<file path="src/rtl/cell_irq_pkg.sv">
package cell_irq_pkg;
  localparam int unsigned STATUS_W   = 8;
  localparam int unsigned NUM_STICKY = 6;
  localparam int unsigned POS_OVR    = 0;
  localparam int unsigned POS_SYM    = 1;
  localparam int unsigned POS_CHG    = 2;
  localparam int unsigned POS_PAR    = 3;
  localparam int unsigned POS_SHORT  = 4;
  localparam int unsigned POS_HEC    = 5;
  localparam int unsigned POS_SIG    = 6;
  typedef logic [NUM_STICKY-1:0] sticky_vec_t;
endpackage

</file>
<file path="src/rtl/cell_len_monitor.sv">
module cell_len_monitor #(
  parameter int unsigned CELL_BYTES = 53
) (
  input  logic clk,
  input  logic rst_n,
  input  logic rx_vld_i,
  input  logic rx_soc_i,
  output logic short_o
);
  localparam int unsigned CNT_W = $clog2(CELL_BYTES + 1);
  localparam logic [CNT_W-1:0] CNT_FULL = CNT_W'(CELL_BYTES);

  logic [CNT_W-1:0] cnt_q;
  logic             seen_soc_q;
  logic             soc_byte;

  assign soc_byte = rx_vld_i && rx_soc_i;
  assign short_o  = soc_byte && seen_soc_q && (cnt_q < CNT_FULL);

  always_ff @(posedge clk or negedge rst_n) begin
    if (!rst_n) begin
      cnt_q      <= '0;
      seen_soc_q <= 1'b0;
    end else if (soc_byte) begin
      cnt_q      <= CNT_W'(1);
      seen_soc_q <= 1'b1;
    end else if (rx_vld_i && (cnt_q != CNT_FULL)) begin
      cnt_q <= cnt_q + CNT_W'(1);
    end
  end

  // the count saturates at one cell length
  p_cnt_bound_r5: assert property (@(posedge clk) disable iff (!rst_n)
    cnt_q <= CNT_FULL);
  // a short-cell event only occurs on a start-of-cell byte
  p_short_on_soc_r4: assert property (@(posedge clk) disable iff (!rst_n)
    short_o |-> (rx_vld_i && rx_soc_i));
endmodule

</file>
<file path="src/rtl/odd_parity_check.sv">
module odd_parity_check #(
  parameter int unsigned DATA_W = 8
) (
  input  logic              vld_i,
  input  logic              en_i,
  input  logic [DATA_W-1:0] data_i,
  input  logic              par_i,
  output logic              err_o
);
  logic ones_odd;
  assign ones_odd = ^{data_i, par_i};
  assign err_o    = vld_i && en_i && !ones_odd;
endmodule

</file>
<file path="src/rtl/level_change_detect.sv">
module level_change_detect (
  input  logic clk,
  input  logic rst_n,
  input  logic level_i,
  output logic chg_o
);
  logic level_q;
  logic primed_q;

  always_ff @(posedge clk or negedge rst_n) begin
    if (!rst_n) begin
      level_q  <= 1'b0;
      primed_q <= 1'b0;
    end else begin
      level_q  <= level_i;
      primed_q <= 1'b1;
    end
  end

  assign chg_o = primed_q && (level_i != level_q);

  // once primed, the detector stays primed
  p_primed_r6: assert property (@(posedge clk) disable iff (!rst_n)
    primed_q |=> primed_q);
endmodule

</file>
<file path="src/rtl/irq_sticky_bank.sv">
module irq_sticky_bank #(
  parameter int unsigned N = 6
) (
  input  logic         clk,
  input  logic         rst_n,
  input  logic [N-1:0] set_i,
  input  logic         clr_i,
  output logic [N-1:0] q_o
);
  logic [N-1:0] q_r;

  for (genvar gi = 0; gi < N; gi++) begin : g_flag
    always_ff @(posedge clk or negedge rst_n) begin
      if (!rst_n) q_r[gi] <= 1'b0;
      else        q_r[gi] <= (q_r[gi] && !clr_i) || set_i[gi];
    end
  end

  assign q_o = q_r;

  // without a read, a set flag stays set
  p_hold_r3: assert property (@(posedge clk) disable iff (!rst_n)
    !clr_i |=> ((q_r & $past(q_r)) == $past(q_r)));
  // an event is latched at the next edge
  p_set_r3: assert property (@(posedge clk) disable iff (!rst_n)
    (|set_i) |=> ((q_r & $past(set_i)) == $past(set_i)));
  // a read with no concurrent event empties the bank
  p_clr_r8: assert property (@(posedge clk) disable iff (!rst_n)
    (clr_i && !(|set_i)) |=> (q_r == '0));
endmodule

</file>
<file path="src/rtl/cell_rx_irq_status.sv">
module cell_rx_irq_status
  import cell_irq_pkg::*;
#(
  parameter int unsigned CELL_BYTES = 53,
  parameter int unsigned TX_W       = 8
) (
  input  logic            clk,
  input  logic            rst_n,
  input  logic            rx_byte_vld,
  input  logic            rx_soc,
  input  logic            hec_err_pulse,
  input  logic            sym_err_pulse,
  input  logic            fifo_ovr_pulse,
  input  logic            tx_byte_vld,
  input  logic [TX_W-1:0] tx_byte,
  input  logic            tx_par,
  input  logic            tx_par_chk_en,
  input  logic            sig_good,
  input  logic            stat_rd,
  output logic [STATUS_W-1:0] stat_byte,
  output logic            irq
);
  logic        short_ev;
  logic        par_ev;
  logic        chg_ev;
  sticky_vec_t ev_vec;
  sticky_vec_t flags;

  cell_len_monitor #(.CELL_BYTES(CELL_BYTES)) u_len (
    .clk(clk), .rst_n(rst_n), .rx_vld_i(rx_byte_vld), .rx_soc_i(rx_soc),
    .short_o(short_ev)
  );

  odd_parity_check #(.DATA_W(TX_W)) u_par (
    .vld_i(tx_byte_vld), .en_i(tx_par_chk_en), .data_i(tx_byte),
    .par_i(tx_par), .err_o(par_ev)
  );

  level_change_detect u_chg (
    .clk(clk), .rst_n(rst_n), .level_i(sig_good), .chg_o(chg_ev)
  );

  always_comb begin
    ev_vec            = '0;
    ev_vec[POS_HEC]   = hec_err_pulse;
    ev_vec[POS_SHORT] = short_ev;
    ev_vec[POS_PAR]   = par_ev;
    ev_vec[POS_CHG]   = chg_ev;
    ev_vec[POS_SYM]   = sym_err_pulse;
    ev_vec[POS_OVR]   = fifo_ovr_pulse;
  end

  irq_sticky_bank #(.N(NUM_STICKY)) u_bank (
    .clk(clk), .rst_n(rst_n), .set_i(ev_vec), .clr_i(stat_rd), .q_o(flags)
  );

  always_comb begin
    stat_byte                   = '0;
    stat_byte[NUM_STICKY-1:0]   = flags;
    stat_byte[POS_SIG]          = sig_good;
  end

  assign irq = |flags;

  // with checking disabled and no read, the parity flag cannot change
  p_par_gate_r7: assert property (@(posedge clk) disable iff (!rst_n)
    (!tx_par_chk_en && !stat_rd) |=> (stat_byte[POS_PAR] == $past(stat_byte[POS_PAR])));
  // an active request persists until a read
  p_irq_hold_r9: assert property (@(posedge clk) disable iff (!rst_n)
    (irq && !stat_rd) |=> irq);
endmodule

</file>
<file path="config.mk">
export PLATFORM = sky130hd
export DESIGN_NAME = cell_rx_irq_status
export DESIGN_NICKNAME = d
export VERILOG_FILES = /design/src/rtl/cell_irq_pkg.sv /design/src/rtl/cell_len_monitor.sv /design/src/rtl/odd_parity_check.sv /design/src/rtl/level_change_detect.sv /design/src/rtl/irq_sticky_bank.sv /design/src/rtl/cell_rx_irq_status.sv
export SDC_FILE = /design/constraint.sdc
export NUM_CORES = 1
export LEC_CHECK = 0
export BUFFER_PORTS_ARGS = -buffer_cell sky130_fd_sc_hd__buf_4
export CAP_MARGIN = 10
export CORE_MARGIN = 1.5
export CORE_UTILIZATION = 40
export DETAILED_ROUTE_END_ITERATION = 8
export MAX_ROUTING_LAYER = met4
export PLACE_DENSITY_LB_ADDON = 0.05
export REMOVE_ABC_BUFFERS = 1
export SYNTH_ARGS = -nofsm -noshare
export SYNTH_HDL_FRONTEND = slang
export SYNTH_HIERARCHICAL = 1
export SYNTH_SLANG_ARGS = --single-unit
</file>
<file path="constraint.sdc">
create_clock -name clk -period 1.5 [get_ports clk]
set_input_delay 0.075 -clock clk [delete_from_list [all_inputs] [get_ports clk]]
set_output_delay 0.075 -clock clk [all_outputs]
set_load 0.05 [all_outputs]
</file>
Yosys cells after proc, flatten, opt, wreduce, memory -nomap -nowiden
Index checks and enable logic that the tools add are counted.
{"block": "word_totals", "in_bits": 20, "word_cells": 40, "regBits": 15}
{"block": "classes", "reduce_logical": 24, "n_eq_ne": 2, "n_addsub": 1, "order_cmp": 1, "mux": 2}
{"cell": "logical AND 1 bit", "count": 13}
{"cell": "two-way mux 6 bit", "count": 2}
{"cell": "parity 9 bit", "count": 1}
{"cell": "adder 6 x 1 -> 6 bit, second input constant", "count": 1}
{"cell": "logical OR 1 bit", "count": 6}
{"cell": "less-than comparator 6 bit, second input constant", "count": 1}
{"cell": "!= test 6 bit, second input constant", "count": 1}
{"cell": "OR reduction 6 bit", "count": 1}
{"cell": "zero test 1 bit", "count": 2}
{"cell": "nonzero test 2 bit", "count": 1}
{"cell": "!= test 1 bit", "count": 1}

Logic depth before layout (Yosys ltp)
{"block": "depth", "ltp_word": 4, "mapped_depth": 6, "mapped_depth_nobuf": 6}

By module
The synthesis kept the hierarchy.
{"mod": "cell_len_monitor", "area_per_inst_um2": 425.4, "n_inst": 1, "cells_each": 44, "seq_area_each_um2": 175.2}
{"mod": "irq_sticky_bank", "area_per_inst_um2": 198.9, "n_inst": 1, "cells_each": 13, "seq_area_each_um2": 150.1}
{"mod": "odd_parity_check", "area_per_inst_um2": 100.1, "n_inst": 1, "cells_each": 9, "seq_area_each_um2": 0.0}
{"mod": "level_change_detect", "area_per_inst_um2": 68.8, "n_inst": 1, "cells_each": 5, "seq_area_each_um2": 50.0}
{"mod": "cell_rx_irq_status", "area_per_inst_um2": 32.5, "n_inst": 1, "cells_each": 6, "seq_area_each_um2": 0.0}

Worst setup path after synthesis
No wires, ideal clock.
{"block": "synth_path", "kind": "flip-flop to flip-flop", "from": "register u_len.cnt_q[1]", "to": "register u_len.cnt_q[1]", "setup_time_ns": 0.126, "path_stages_with_launch": 6, "path_buffers": 0, "arrival_time_ns": 1.246, "setup_slack_ns": 0.128, "t_required_ns": 1.374, "path_cell_list": "dfrtp_1 > inv_1 > ha_1 > nand3b_1 > or2_4 > a221o_1"}
{"block": "synth_via", "elab_chain_len": 3}
{"item": "start, declared", "line": "cell_len_monitor.sv:13", "source": "logic [CNT_W-1:0] cnt_q;"}
{"item": "start signal, assigned", "line": "cell_len_monitor.sv:28", "source": "cnt_q <= cnt_q + CNT_W'(1);"}
{"item": "adder 6 x 1 -> 6 bit or != test 6 bit (tied branches)", "line": "cell_len_monitor.sv:28, cell_len_monitor.sv:27"}
{"item": "two-way mux 6 bit or logical AND 1 bit (tied branches)", "line": "cell_len_monitor.sv:27", "source": "end else if (rx_vld_i && (cnt_q != CNT_FULL)) begin"}
{"item": "two-way mux 6 bit or nonzero test 2 bit (tied branches)"}
Parallel ways exist; a longest one is shown, timed or not. The select of a mux whose other input is x is not followed.
A chain may end at the register's enable or synchronous reset.

Final worst setup path
Same ends and word-level chain as after synthesis.

==> run metrics <==
outcome=completed; Leakage=~0.58 nW; Syn-to-layout area delta=37.4%; grt ovf=0; total global-route track usage=0.157; DR pass1 iterations=4; first-pass GRT wire length=roughly 2800 um; CTS clock-pin slew for the worst setup and hold paths=100 ps; crit-path max FO=4; post-synthesis register bit count=15; post-route ant nets=0; FILL cells=roughly 190; routability cong.=slightly below 0.8; Core Footprint=approximately 2000 sq um; setup violators final=0; Die Y=roughly 48 um; final worst path period share=0.960; final instance area=1130 sq um; Async SR Flop Fraction=1.00; die footprint=between 2000 and 2500 sq um; setup TNS=0 ps; Yosys cell types=34; initial core utilization=0.421; Max Cap Viol=0; Critical Path Source Type=register; 1st-iter DRT viols=15; Post-CTS Setup Bufs=0; post-synth top area share=0.455; launch point of the worst path=u_len/cnt_q[1]; YS warnings=6; Port Buf Inserts=27; Post-synth EDFFs=0; Critical Path RT=about 1700 ps; Core Rows=16; Crit Path Class=reg2reg; Synth area leader=dfrtp_1; Cells after Synth=77; dpl ws=around 86 ps; Num CTS Buffers=3; Reg-to-Reg Start=u_len/cnt_q[1]; Post-Route WL=about 1700 um; initial antenna violation count=0; mapped cell area=826 sq um; Root Driver=clkbuf_4; top cells by area, synth=dfrtp_1 45%, a21o_1 5.5%, xnor3_1 5.5%; fin crit period=roughly 1400 ps; Post-route DRC=0; layout cell share with drive strength beyond 1=0.348; maximum clock rate=roughly 0.7 GHz; final hold vios=0; CTS tree=built; Synth top cells by count=15 x dfrtp_1, 6 x a21o_1, 6 x nand2_1, 4 x inv_1; via count of the first global-routing pass=~600; Worst Hold Class=in2reg; Reg area=roughly 380 sq um; Layout Cells excl Fill=roughly 140; clock latency on the worst-skew pair=around 280 ps; sequential-to-total area share from yosys stat=0.455; clock sink count=15; Critical Path AT=about 1600 ps; Max clock buf depth=2; maximum VDD drop=0.736 mV; Worst Skew=about 0.47 ps; dpl cells=130; final net count=~140; DP Wirelength=roughly 1200 um; count leader, synth=dfrtp_1; Die Wd=between 40 and 50 um; ys flop type=dfrtp_1; Multi-input gate area=~420 sq um; PwrDens=slightly above 900 nW/um^2; synthesized area per cell=roughly 11 sq um; RSZ-0062 raised after global routing=false; largest net degree at the start of global routing=16; Post-DP Area=~1100 sq um; hold_sp=rx_soc; via density per instance=about 4.9; H-Tree Depth=1; Util after Layout=0.578; Worst setup EP type=register; DR vias=~700; Slew Limit Fails=0; IO Pins=29; wire per inst=12.1 um; # diodes=0; PnR worst setup slack=60.2 ps
==> cell families (layout without fill, tap and decap cells) <==
family / Yosys count / after routing / synth area share
compound gates: 16 / 16 / 0.144
xor+xnor: 6 / 6 / 0.0970
fa+ha+maj: 3 / 3 / 0.0455
buf+inv: 7 / 42 / 0.0409
flops: 15 / 15 / 0.455
mux: 2 / 2 / 0.0303
other cells: 2 / 2 / 0.00909
simple gates: 26 / 26 / 0.179
==> worst paths after layout <==
path                            slack (ps)                to  depth (start not counted)
worst max register to register          60    u_len/cnt_q[1]                          5
max in group asynchronous             1160    u_len/cnt_q[1]                          2
worst max-delay path                    60    u_len/cnt_q[1]                          5
worst min register to register         480  u_len/seen_soc_q                          1
worst min-delay path                     9    u_len/cnt_q[4]                          2
min in group asynchronous              160  u_len/seen_soc_q                          2
==> repair_timing <==
item                                   in CTS  in global routing
hold buffers                                5                  0
gates resized for setup                     0                  1
setup endpoints to repair                   0                  1
endpoints found under the hold margin      19                  0
==> per-layer routing <==
metal,wire length [um],vias to the layer above,GRT usage
met5,0,-,-
met4,4,0,0.0429
met3,118,2,0.0432
met2,771,29,0.208
met1,785,316,0.236
li1,-,338,-
==> per-stage QoR <==
| step | total power, mW | hold slack (ps) |
|---|---|---|
| 2_1_floorplan | 0.682 | -221 |
| 6_report | 1.06 | 8.73 |
| 3_5_place_dp | 0.810 | -57.2 |
| 5_1_grt | 1.13 | 5.71 |
| 4_1_cts | 1.06 | 2.13 |
| 3_3_place_gp | 0.803 | -57.4 |
==> worst max-delay path, stage by stage (launching register included) <==
cell      delay (ps)
dfrtp_1          400
inv_2             80
ha_1             130
nand3b_1         130
or2_4            290
a221o_1          300
==> sequential cells by signal (all words and copies together) (netlist names) <==
name              cells
u_bank/q_o            6
u_chg/level_q         1
u_chg/primed_q        1
u_len/cnt_q           6
u_len/seen_soc_q      1
==> final cells by class <==
cell class,count,area share
Clock buffer,3,0.0198
Clock inverter,1,0.00662
Inverter,5,0.0165
Multi-Input combinational cell,55,0.367
Sequential cell,15,0.331
Tap cell,27,0.0298
Timing Repair Buffer,33,0.229
==> cells in the final DEF (no fill, tap or decap), types with 3 or more instances in the layout <==
cell	netlist	routed
a21o_1	6	6
a21oi_1	3	3
buf_4	2	28
clkbuf_4	0	3
dfrtp_1	15	15
dlygate4sd3_1	0	5
ha_1	3	3
inv_1	4	3
nand2_1	6	6
nor2_1	3	3
nor4_1	3	3
==> where the power goes <==
group | internal (mW) | leakage [nW] | switching (mW)
clock | 0.101 | 0.0139 | 0.143
combinational | 0.154 | 0.384 | 0.171
sequential | 0.445 | 0.180 | 0.0432
total | 0.700 | 0.578 | 0.357
Power figures use the tool's default switching activity.
